`config.mk`:
```
export PLATFORM = sky130hd
export DESIGN_NAME = vfd_scan_top
export DESIGN_NICKNAME = d
export VERILOG_FILES = /design/src/rtl/vfd_scan_pkg.sv /design/src/rtl/vfd_rst_sync.sv /design/src/rtl/vfd_scan_ctr.sv /design/src/rtl/vfd_dispmem.sv /design/src/rtl/vfd_out_mux.sv /design/src/rtl/vfd_scan_top.sv
export SDC_FILE = /design/constraint.sdc
export NUM_CORES = 1
export LEC_CHECK = 0
export CAP_MARGIN = 20
export CORE_ASPECT_RATIO = 0.7
export CORE_MARGIN = 2
export CORE_UTILIZATION = 57
export DETAILED_ROUTE_END_ITERATION = 6
export DONT_BUFFER_PORTS = 1
export GPL_TIMING_DRIVEN = 1
export HOLD_SLACK_MARGIN = 0.02
export PLACE_DENSITY = 0.87
export SYNTH_ARGS = -nofsm -noshare
export SYNTH_HDL_FRONTEND = slang
export SYNTH_HIERARCHICAL = 1
export SYNTH_SLANG_ARGS = --single-unit
```
`constraint.sdc`:
```
create_clock -name clk -period 0.9 [get_ports clk]
set_input_delay 0 -clock clk [delete_from_list [all_inputs] [get_ports clk]]
set_output_delay 0 -clock clk [all_outputs]
set_load 0.1 [all_outputs]
```
`src/rtl/vfd_scan_pkg.sv`:
```
package vfd_scan_pkg;

  // tick counter inside one grid slot
  localparam int unsigned TICK_W     = 4;
  localparam int unsigned SLOT_TICKS = 1 << TICK_W;

  // number of ticks lit within a slot for each dimming code
  function automatic logic [TICK_W-1:0] dim_on_len(input logic [2:0] code);
    logic [TICK_W-1:0] len;
    case (code)
      3'd0:    len = TICK_W'(1);
      3'd1:    len = TICK_W'(2);
      3'd2:    len = TICK_W'(4);
      3'd3:    len = TICK_W'(10);
      3'd4:    len = TICK_W'(11);
      3'd5:    len = TICK_W'(12);
      3'd6:    len = TICK_W'(13);
      default: len = TICK_W'(14);
    endcase
    return len;
  endfunction

  // active grid count for a mode code, clamped to the physical maximum
  function automatic int unsigned active_grids(input int unsigned code,
                                               input int unsigned min_g,
                                               input int unsigned max_g);
    int unsigned n;
    n = code + min_g;
    return (n > max_g) ? max_g : n;
  endfunction

endpackage

```
`src/rtl/vfd_rst_sync.sv`:
```
module vfd_rst_sync #(
  parameter int unsigned STAGES = 2
) (
  input  logic clk,
  input  logic rst_ni,
  output logic rst_sync_no
);

  logic [STAGES-1:0] sh_q;

  always_ff @(posedge clk or negedge rst_ni) begin
    if (!rst_ni) sh_q <= '0;
    else         sh_q <= {sh_q[STAGES-2:0], 1'b1};
  end

  assign rst_sync_no = sh_q[STAGES-1];

endmodule

```
`src/rtl/vfd_scan_ctr.sv`:
```
module vfd_scan_ctr
  import vfd_scan_pkg::*;
#(
  parameter int unsigned NGRID_MAX = 11,
  parameter int unsigned MIN_GRID  = 4,
  parameter int unsigned MODE_W    = 3,
  parameter int unsigned GIDX_W    = 4
) (
  input  logic              clk,
  input  logic              rst_ni,
  input  logic              tick_en,
  input  logic [MODE_W-1:0] mode,
  output logic [GIDX_W-1:0] grid_o,
  output logic [TICK_W-1:0] tick_o,
  output logic              cycle_done_o
);

  logic [GIDX_W-1:0] grid_q, grid_d;
  logic [TICK_W-1:0] tick_q, tick_d;
  logic              done_q, done_d;
  logic [GIDX_W-1:0] n_active;
  logic [GIDX_W-1:0] last_grid;
  logic              slot_end;

  always_comb begin
    n_active  = GIDX_W'(active_grids(int'(mode), MIN_GRID, NGRID_MAX));
    last_grid = n_active - GIDX_W'(1);
    slot_end  = (tick_q == '1);
  end

  // next-state logic
  always_comb begin
    grid_d = grid_q;
    tick_d = tick_q;
    done_d = 1'b0;
    if (tick_en) begin
      tick_d = tick_q + TICK_W'(1);
      if (slot_end) begin
        // also wraps a grid index left beyond range by a mode decrease
        if (grid_q >= last_grid) begin
          grid_d = '0;
          done_d = 1'b1;
        end else begin
          grid_d = grid_q + GIDX_W'(1);
        end
      end
    end
  end

  always_ff @(posedge clk or negedge rst_ni) begin
    if (!rst_ni) begin
      grid_q <= '0;
      tick_q <= '0;
      done_q <= 1'b0;
    end else begin
      grid_q <= grid_d;
      tick_q <= tick_d;
      done_q <= done_d;
    end
  end

  assign grid_o       = grid_q;
  assign tick_o       = tick_q;
  assign cycle_done_o = done_q;


  scan_hold_chk: assert property (@(posedge clk) disable iff (!rst_ni)
    !tick_en |=> ($stable(grid_q) && $stable(tick_q)));


  grid_range_chk: assert property (@(posedge clk) disable iff (!rst_ni)
    grid_q < GIDX_W'(NGRID_MAX));


  done_origin_chk: assert property (@(posedge clk) disable iff (!rst_ni)
    done_q |-> (grid_q == '0 && tick_q == '0));


  done_single_chk: assert property (@(posedge clk) disable iff (!rst_ni)
    done_q |=> !done_q);

endmodule

```
`src/rtl/vfd_dispmem.sv`:
```
module vfd_dispmem #(
  parameter int unsigned WORDS  = 11,
  parameter int unsigned WORD_W = 16,
  parameter int unsigned AW     = 4
) (
  input  logic              clk,
  input  logic              wr_en,
  input  logic [AW-1:0]     wr_addr,
  input  logic [WORD_W-1:0] wr_data,
  input  logic [AW-1:0]     rd_addr,
  output logic [WORD_W-1:0] rd_data
);

  logic [WORD_W-1:0] mem_q [WORDS];
  logic              wr_ok;
  logic              rd_ok;

  assign wr_ok = wr_en && (wr_addr < AW'(WORDS));
  assign rd_ok = (rd_addr < AW'(WORDS));

  // data storage only, no reset
  always_ff @(posedge clk) begin
    if (wr_ok) mem_q[wr_addr] <= wr_data;
  end

  assign rd_data = rd_ok ? mem_q[rd_addr] : '0;

endmodule

```
`src/rtl/vfd_out_mux.sv`:
```
module vfd_out_mux
  import vfd_scan_pkg::*;
#(
  parameter int unsigned SEG_DED  = 11,
  parameter int unsigned GRID_DED = 6,
  parameter int unsigned DUAL     = 5,
  parameter int unsigned MIN_GRID = 4,
  parameter int unsigned MODE_W   = 3,
  parameter int unsigned GIDX_W   = 4
) (
  input  logic                      clk,
  input  logic                      rst_ni,
  input  logic [GIDX_W-1:0]         grid_i,
  input  logic [TICK_W-1:0]         tick_i,
  input  logic [MODE_W-1:0]         mode,
  input  logic [2:0]                dim,
  input  logic                      disp_en,
  input  logic [SEG_DED+DUAL-1:0]   word_i,
  output logic [SEG_DED-1:0]        seg_o,
  output logic [GRID_DED-1:0]       grid_o,
  output logic [DUAL-1:0]           dual_o
);

  localparam int unsigned NGRID_MAX = GRID_DED + DUAL;

  logic [GIDX_W-1:0]   n_active;
  logic [TICK_W-1:0]   on_len;
  logic                lit;
  logic [SEG_DED-1:0]  seg_d,  seg_q;
  logic [GRID_DED-1:0] grid_d, grid_q;
  logic [DUAL-1:0]     dual_d, dual_q;
  logic [DUAL-1:0]     as_grid;

  always_comb begin
    n_active = GIDX_W'(active_grids(int'(mode), MIN_GRID, NGRID_MAX));
    on_len   = dim_on_len(dim);
    // tick 0 is the dark guard tick at every slot boundary
    lit      = disp_en && (tick_i != '0) && (tick_i <= on_len);
    seg_d    = lit ? word_i[SEG_DED-1:0] : '0;
  end

  for (genvar j = 0; j < GRID_DED; j++) begin : g_ded_grid
    assign grid_d[j] = lit && (grid_i == GIDX_W'(j));
  end

  // shared line k: segment SEG_DED+k or grid NGRID_MAX-1-k
  for (genvar k = 0; k < DUAL; k++) begin : g_dual
    localparam int unsigned GIDX = NGRID_MAX - 1 - k;
    localparam int unsigned SBIT = SEG_DED + k;
    assign as_grid[k] = (n_active > GIDX_W'(GIDX));
    assign dual_d[k]  = lit && (as_grid[k] ? (grid_i == GIDX_W'(GIDX))
                                           : word_i[SBIT]);
  end

  always_ff @(posedge clk or negedge rst_ni) begin
    if (!rst_ni) begin
      seg_q  <= '0;
      grid_q <= '0;
      dual_q <= '0;
    end else begin
      seg_q  <= seg_d;
      grid_q <= grid_d;
      dual_q <= dual_d;
    end
  end

  assign seg_o  = seg_q;
  assign grid_o = grid_q;
  assign dual_o = dual_q;


  one_grid_chk: assert property (@(posedge clk) disable iff (!rst_ni)
    $onehot0(grid_q));


  guard_dark_chk: assert property (@(posedge clk) disable iff (!rst_ni)
    (tick_i == '0) |=> (seg_q == '0 && grid_q == '0 && dual_q == '0));


  blank_chk: assert property (@(posedge clk) disable iff (!rst_ni)
    !disp_en |=> (seg_q == '0 && grid_q == '0 && dual_q == '0));

endmodule

```
`src/rtl/vfd_scan_top.sv`:
```
module vfd_scan_top
  import vfd_scan_pkg::*;
#(
  parameter int unsigned SEG_DED  = 11,
  parameter int unsigned GRID_DED = 6,
  parameter int unsigned DUAL     = 5,
  parameter int unsigned MIN_GRID = 4,
  parameter int unsigned MODE_W   = 3,
  parameter int unsigned ADDR_W   = 4
) (
  input  logic                    clk,
  input  logic                    rst_n,
  input  logic                    tick_en,
  input  logic [MODE_W-1:0]       mode,
  input  logic [2:0]              dim,
  input  logic                    disp_en,
  input  logic                    wr_en,
  input  logic [ADDR_W-1:0]       wr_addr,
  input  logic [SEG_DED+DUAL-1:0] wr_data,
  output logic [SEG_DED-1:0]      seg_o,
  output logic [GRID_DED-1:0]     grid_o,
  output logic [DUAL-1:0]         dual_o,
  output logic                    cycle_done_o
);

  localparam int unsigned NGRID_MAX = GRID_DED + DUAL;
  localparam int unsigned WORD_W    = SEG_DED + DUAL;
  localparam int unsigned GIDX_W    = ADDR_W;

  logic              rst_i_n;
  logic [GIDX_W-1:0] scan_grid;
  logic [TICK_W-1:0] scan_tick;
  logic [WORD_W-1:0] cur_word;

  vfd_rst_sync #(.STAGES(2)) u_rst (
    .clk        (clk),
    .rst_ni     (rst_n),
    .rst_sync_no(rst_i_n)
  );

  vfd_scan_ctr #(
    .NGRID_MAX(NGRID_MAX),
    .MIN_GRID (MIN_GRID),
    .MODE_W   (MODE_W),
    .GIDX_W   (GIDX_W)
  ) u_ctr (
    .clk         (clk),
    .rst_ni      (rst_i_n),
    .tick_en     (tick_en),
    .mode        (mode),
    .grid_o      (scan_grid),
    .tick_o      (scan_tick),
    .cycle_done_o(cycle_done_o)
  );

  vfd_dispmem #(
    .WORDS (NGRID_MAX),
    .WORD_W(WORD_W),
    .AW    (ADDR_W)
  ) u_mem (
    .clk    (clk),
    .wr_en  (wr_en),
    .wr_addr(wr_addr),
    .wr_data(wr_data),
    .rd_addr(scan_grid),
    .rd_data(cur_word)
  );

  vfd_out_mux #(
    .SEG_DED (SEG_DED),
    .GRID_DED(GRID_DED),
    .DUAL    (DUAL),
    .MIN_GRID(MIN_GRID),
    .MODE_W  (MODE_W),
    .GIDX_W  (GIDX_W)
  ) u_mux (
    .clk    (clk),
    .rst_ni (rst_i_n),
    .grid_i (scan_grid),
    .tick_i (scan_tick),
    .mode   (mode),
    .dim    (dim),
    .disp_en(disp_en),
    .word_i (cur_word),
    .seg_o  (seg_o),
    .grid_o (grid_o),
    .dual_o (dual_o)
  );

endmodule

```
==> results of run 1 <==
==> cell type report <==
type                    instances  share of cell area, %
flip-flops and latches        209                  51.86
multi-input cells             251                  25.91
repair buffers                129                  14.47
clock buffers                  28                  4.759
well taps                     200                  2.120
clock inverters                 7                 0.6995
inverters                       5                 0.1802
==> worst register-to-register path, delay by kind of cell (launching register included) <==
kind / cells / cell delay (ns)
flip-flops: 1 / 0.43
AND/OR/NAND/NOR: 1 / 0.14
AO/OA/AOI/OAI: 2 / 0.51
buffers and inverters: 3 / 0.43
multiplexers: 1 / 0.35
==> layer usage <==
metal | vias up | global-route usage [%] | part of all wire, %
li1 | 2218 | - | -
met1 | 2707 | 35.03 | 40
met2 | 243 | 45.50 | 51
met3 | 52 | 4.293 | 5.9
met4 | 0 | 10.08 | 3.0
met5 | - | 0 | 0
==> report_power, final <==
part	switching, W	leakage, nW	internal, W
combinational	0.00729	1.73	0.00642
sequential	0.000488	2.01	0.0111
clock	0.00351	0.316	0.00493
total	0.0113	4.06	0.0224
==> state kept, by name, indices dropped and copies added (netlist names) <==
| signal | flops |
|---|---|
| u_mux/seg_o | 11 |
| u_rst/sh_q | 2 |
| u_ctr/grid_o | 4 |
| u_ctr/cycle_done_o | 1 |
| u_ctr/tick_o | 4 |
| u_mux/grid_o | 6 |
| u_mem/mem_q | 176 |
| u_mux/dual_o | 5 |
==> cells in the mapped netlist, drive strengths merged, types with 4 or more instances <==
cell type / number / area share, %
edfxtp: 176 / 59
inv: 5 / 0.21
nor2: 13 / 0.54
mux2i: 19 / 2.1
nor4b: 12 / 1.9
o32ai: 8 / 0.78
clkbuf: 6 / 0.49
nor3: 4 / 0.28
nor4: 10 / 1.5
mux2: 49 / 6.5
ha: 11 / 1.5
dfrtp: 33 / 9.2
nand2b: 11 / 0.77
mux4: 16 / 4.7
a21oi: 6 / 0.34
nor2b: 15 / 1.0
buf: 21 / 2.2
a221oi: 16 / 2.1
o22ai: 8 / 0.56
o21ai: 4 / 0.22
nand2: 16 / 0.67
==> repair_timing <==
| item | CTS | global route |
|---|---|---|
| hold buffers | 26 | 0 |
| endpoints found under the hold margin | 257 | 0 |
| resized for setup | 68 | 45 |
| gates cloned | 1 | 1 |
| endpoints found under the setup margin | 53 | 101 |
| pin swaps | 8 | 12 |
| buffers inserted | 9 | 9 |
==> cell families (layout without fill, tap and decap cells) <==
| kind of cell | Yosys count | count (layout) |
|---|---|---|
| flip-flops | 209 | 209 |
| AND/OR/NAND/NOR | 97 | 97 |
| multiplexers | 84 | 84 |
| AO/OA/AOI/OAI | 53 | 53 |
| buffers and inverters | 32 | 169 |
| adder cells (fa/ha/maj) | 11 | 11 |
| XOR/XNOR | 5 | 5 |
| other | 1 | 1 |
==> per-stage QoR <==
step	TNS (ns)	cells	power (W)	util [%]
floorplan	-57.90	492	0.01889	-
global placement	-38.30	750	0.02169	66.66
detailed placement	-42.80	750	0.02217	66.66
CTS	-27.88	820	0.03217	74.53
global route	-30.34	829	0.03465	76.40
finish	-28.73	829	0.03372	76.40
==> worst paths after layout <==
kind / depth (start not counted) / start / endpoint / slack [ns]
min in group asynchronous: 1 / u_rst/sh_q[1] / u_mux/dual_o[3] / 0.24
worst max-delay path: 7 / u_ctr/grid_o[0] / u_mux/seg_o[6] / -1.09
worst min-delay path: 3 / mode[2] / u_mux/dual_o[4] / 0.03
worst min register to register: 1 / u_rst/sh_q[1] / u_mux/dual_o[3] / 0.24
worst max register to register: 7 / u_ctr/grid_o[0] / u_mux/seg_o[6] / -1.09
max in group asynchronous: 1 / u_rst/sh_q[1] / u_ctr/tick_o[1] / 0.47
==> impl_metrics.json, run 1 <==
{
  "place_ws_ns": -1.045,
  "dieArea_um2": 16760,
  "timing.hold.ws_ns": 0.02663,
  "yosys.area_share.adder_pct": 1.536,
  "p_leak_nw": 4.056,
  "powerDensity_nw_per_um2": 2856,
  "grt_usage_pct": 26.57,
  "clock-skew-final_ns": 0.01230,
  "hp-class": "input pin to flop",
  "yosys.area_share.simple_pct": 8.126,
  "hold_viol_final": 0,
  "worstPathArrival_ns": 2.36,
  "placed_cell_area_um2": 10300,
  "first_global_vias": 5562,
  "dp.final_hpwl_um": 11990,
  "endpoint_kind": "flop",
  "grt-ovfl-total": 0,
  "violations": "setup timing",
  "setup_viol_count_final": 53,
  "antenna_found_initial": 0,
  "vias": 5220,
  "num-fill-cells": 756,
  "grt_max_degree": 32,
  "avgSynthCellArea_um2": 18.21,
  "yosys_most_used_dff": "edfxtp_1",
  "nets": 658,
  "syn_inst": 492,
  "grt_pass1_wl_um": 32630,
  "slowest_delay_ns": 0.43,
  "cp_max_fo": 8,
  "drc_errors": 0,
  "coreArea_um2": 15450,
  "cts_root_buf": "clkbuf_16",
  "worstSetupStartpointType": "flop",
  "die_x_um": 153.9,
  "maxSlewViolCount": 0,
  "yosys_warnings": 6,
  "fmax_ghz": 0.5034,
  "cp_top_family": "compound AO/OA/AOI/OAI gates",
  "drt_pass1_iterations": 4,
  "path_clk_slew_ns": 0.06,
  "clock-sinks": 209,
  "min_period_over_period_pct": 220.7,
  "synth_compound_area_share_pct": 5.376,
  "synth_cell_types": 55,
  "wire_per_inst_um": 27.42,
  "ir_drop_uv": 1975,
  "area_growth_syn_to_layout_pct": 31.74,
  "multi_input_area_um2": 3059,
  "final_common_cell": "edfxtp_1",
  "cts_made_buffers": 20,
  "gp_congestion": 0.7909,
  "initial_core_util_pct": 57.99,
  "crit_chain": "buf_8 > buf_6 > buf_12 > mux2_4 > a221oi_4 > a221oi_2 > nor4b_4",
  "clk_latency_ns": 0.50,
  "crit_buf_inv": 3,
  "cts_tree": "done",
  "pin_count": 54,
  "drive_gt1_share_pct": 47.38,
  "yosysSeqAreaShare_pct": 68.19,
  "synth_mux_area_share_pct": 13.31,
  "synth_area_um2": 8961,
  "critPathSlowestCell": "dfrtp_2",
  "worstPathRequired_ns": 1.27,
  "clockBufferDepth": 3,
  "timing.final.crit_period_ns": 1.986,
  "syn-num-nets": 534,
  "die_height_um": 108.9,
  "portBuffers": 0,
  "drv_cap": 0,
  "cts_max_level": 1,
  "async_reset_ff_share_pct": 15.79,
  "rsz0062_at_grt": "true",
  "synth_edf_count": 176,
  "drt-total-wl_um": 22730,
  "final_cell_area_um2": 11810,
  "ys_ff_latch": 209,
  "placementRows": 38,
  "synthXorXnorAreaFrac_pct": 0.4887,
  "finalWorstSetupSlack_ns": -1.086,
  "regArea_um2": 6122,
  "via_per_inst": 6.297,
  "ant_nets": 0,
  "layout_common_cells": "176 x edfxtp_1, 43 x buf_12, 39 x buf_4",
  "status": "complete, but fails checks",
  "path_class": "flop to flop",
  "diodes": 0,
  "synth_top_family_by_area": "multiplexers",
  "dr.first_iter.drc_count": 493
}
(Power assumes the default switching activity.)
==> inputs of run 2 (changes only) <==
--- a/config.mk
+++ b/config.mk
@@ -14,6 +14,7 @@
 export GPL_TIMING_DRIVEN = 1
 export HOLD_SLACK_MARGIN = 0.02
 export PLACE_DENSITY = 0.87
+export SKIP_LAST_GASP = 1
 export SYNTH_ARGS = -nofsm -noshare
 export SYNTH_HDL_FRONTEND = slang
 export SYNTH_HIERARCHICAL = 1
==> impl_metrics.json, run 2 (synthesis results as in run 1) <==
{
  "status": "complete, but fails checks",
  "violations": "setup timing",
  "coreArea_um2": 15450,
  "clk_latency_ns": 0.49,
  "portBuffers": 0,
  "busiest_layer": "met2",
  "min_period_over_period_pct": 220.5,
  "grt_util_met3_pct": 4.213,
  "area_growth_syn_to_layout_pct": 31.49,
  "initial_core_util_pct": 57.99,
  "antenna_found_initial": 0,
  "first_global_vias": 5562,
  "endpoint_kind": "flop",
  "hp-start": "wr_addr[3]",
  "timing.hold.ws_ns": 0.03228,
  "clockBufferDepth": 3,
  "hold_viol_final": 0,
  "worstSetupStartpointType": "flop",
  "grt_pass1_wl_um": 32640,
  "largest_reg_flops": 176,
  "dr.first_iter.drc_count": 471,
  "gp_congestion": 0.7909,
  "path_clk_slew_ns": 0.06,
  "whs_path_depth": 3,
  "cp_max_fo": 8,
  "wire_per_inst_um": 27.59,
  "cts_root_buf": "clkbuf_16",
  "timing.final.crit_period_ns": 1.985,
  "setup_viol_count_final": 53,
  "diodes": 0,
  "reg2reg_depth": 7,
  "layout_common_cells": "176 x edfxtp_1, 43 x buf_12, 38 x buf_4, 38 x mux2_2",
  "num-fill-cells": 765,
  "drt_pass1_iterations": 5,
  "cts_max_level": 1,
  "drc_errors": 0,
  "maxSlewViolCount": 0,
  "grt_usage_pct": 26.64,
  "clock-sinks": 209,
  "grt-ovfl-total": 0,
  "path_class": "flop to flop",
  "dp_cells": 750,
  "worstPathArrival_ns": 2.35,
  "drv_cap": 0,
  "cts_made_buffers": 20,
  "worstPathRequired_ns": 1.27,
  "fin_util_pct": 76.25,
  "timing.rr.end": "u_mux/seg_o[6]",
  "ir_drop_uv": 1989,
  "cts_tree": "done",
  "multi_input_area_um2": 3042,
  "hp-class": "input pin to flop",
  "via_per_inst": 6.378,
  "dieArea_um2": 16760,
  "vias": 5287,
  "use_met2_pct": 46.53,
  "die_x_um": 153.9,
  "drt-total-wl_um": 22870,
  "regArea_um2": 6122,
  "fmax_ghz": 0.5039,
  "final_common_cell": "edfxtp_1",
  "regMostFlops": "u_mem/mem_q",
  "rr_startpoint": "u_ctr/grid_o[0]",
  "dp.final_hpwl_um": 11990,
  "fin_cells": 829,
  "p_leak_nw": 4.051,
  "grt_max_degree": 32,
  "pin_count": 54,
  "placementRows": 38,
  "clock-skew-final_ns": 0.01039,
  "die_height_um": 108.9,
  "finalWorstSetupSlack_ns": -1.085,
  "rsz0062_at_grt": "true",
  "r2r_slack_ns": -1.08,
  "powerDensity_nw_per_um2": 2858,
  "min_to": "u_mem/mem_q[8][0]",
  "drive_gt1_share_pct": 47.22,
  "met1_usage_pct": 34.74,
  "ant_nets": 0,
  "nets": 658
}
## run 2: worst max-delay path by stage
stage	depth (start not counted)	slack [ns]	start	endpoint
finish	7	-1.08	u_ctr/grid_o[0]	u_mux/seg_o[6]
detailed placement	8	-1.05	u_ctr/grid_o[0]	u_ctr/grid_o[1]
floorplan	9	-1.12	u_ctr/grid_o[0]	u_mux/dual_o[3]
global placement	6	-0.94	u_ctr/grid_o[0]	u_mux/seg_o[0]
global route	7	-1.10	u_ctr/grid_o[0]	u_mux/seg_o[10]
CTS	7	-1.0	u_ctr/grid_o[0]	u_mux/seg_o[10]
## run 2: timing repair
action	4_1_cts	5_1_grt
resized for setup	61	47
setup buffers	9	9
hold endpoints to repair	257	0
gates cloned	1	1
pin swaps	8	14
endpoints found under the setup margin	53	101
hold buffers	26	0
## run 2: power by group
| group | leakage [nW] | total [W] | internal (W) | switching (W) |
|---|---|---|---|---|
| Combinational | 1.72 | 0.0137 | 0.00635 | 0.00730 |
| Sequential | 2.01 | 0.0116 | 0.0111 | 0.000488 |
| Clock | 0.316 | 0.00845 | 0.00493 | 0.00352 |
## run 2: critical path, stage by stage (launching register included)
cell and delay, ns:
dfrtp_2 0.43, buf_8 0.14, buf_6 0.14, buf_12 0.15
mux2_4 0.34, a221oi_4 0.38, a221oi_2 0.12, nor4b_4 0.15
## run 2: cell type report
type	count	area share, %
multi-input cells	251	25.81
inverters	5	0.1593
clock buffers	28	4.768
flip-flops and latches	209	51.96
repair buffers	129	14.47
clock inverters	7	0.7009
well taps	200	2.124
## run 2: through the flow
step                      TNS (ns)  power (W)  instance area [um2]  worst slack, ns
after floorplan             -57.90    0.01889                 9150           -1.124
after global placement      -38.30    0.02169                10300          -0.9429
after detailed placement    -42.80    0.02217                10300           -1.045
after CTS                   -28.23    0.03206                11490          -0.9975
after global routing        -30.78    0.03458                11780           -1.097
final                       -28.94    0.03367                11780           -1.085
## run 2: per-layer routing
| metal | vias up | routed length [um] | share of wire, % |
|---|---|---|---|
| li1 | 2217 | - | - |
| met1 | 2712 | 8916 | 39 |
| met2 | 281 | 11440 | 50 |
| met3 | 77 | 1541 | 6.7 |
| met4 | 0 | 978 | 4.3 |
| met5 | - | 0 | 0 |
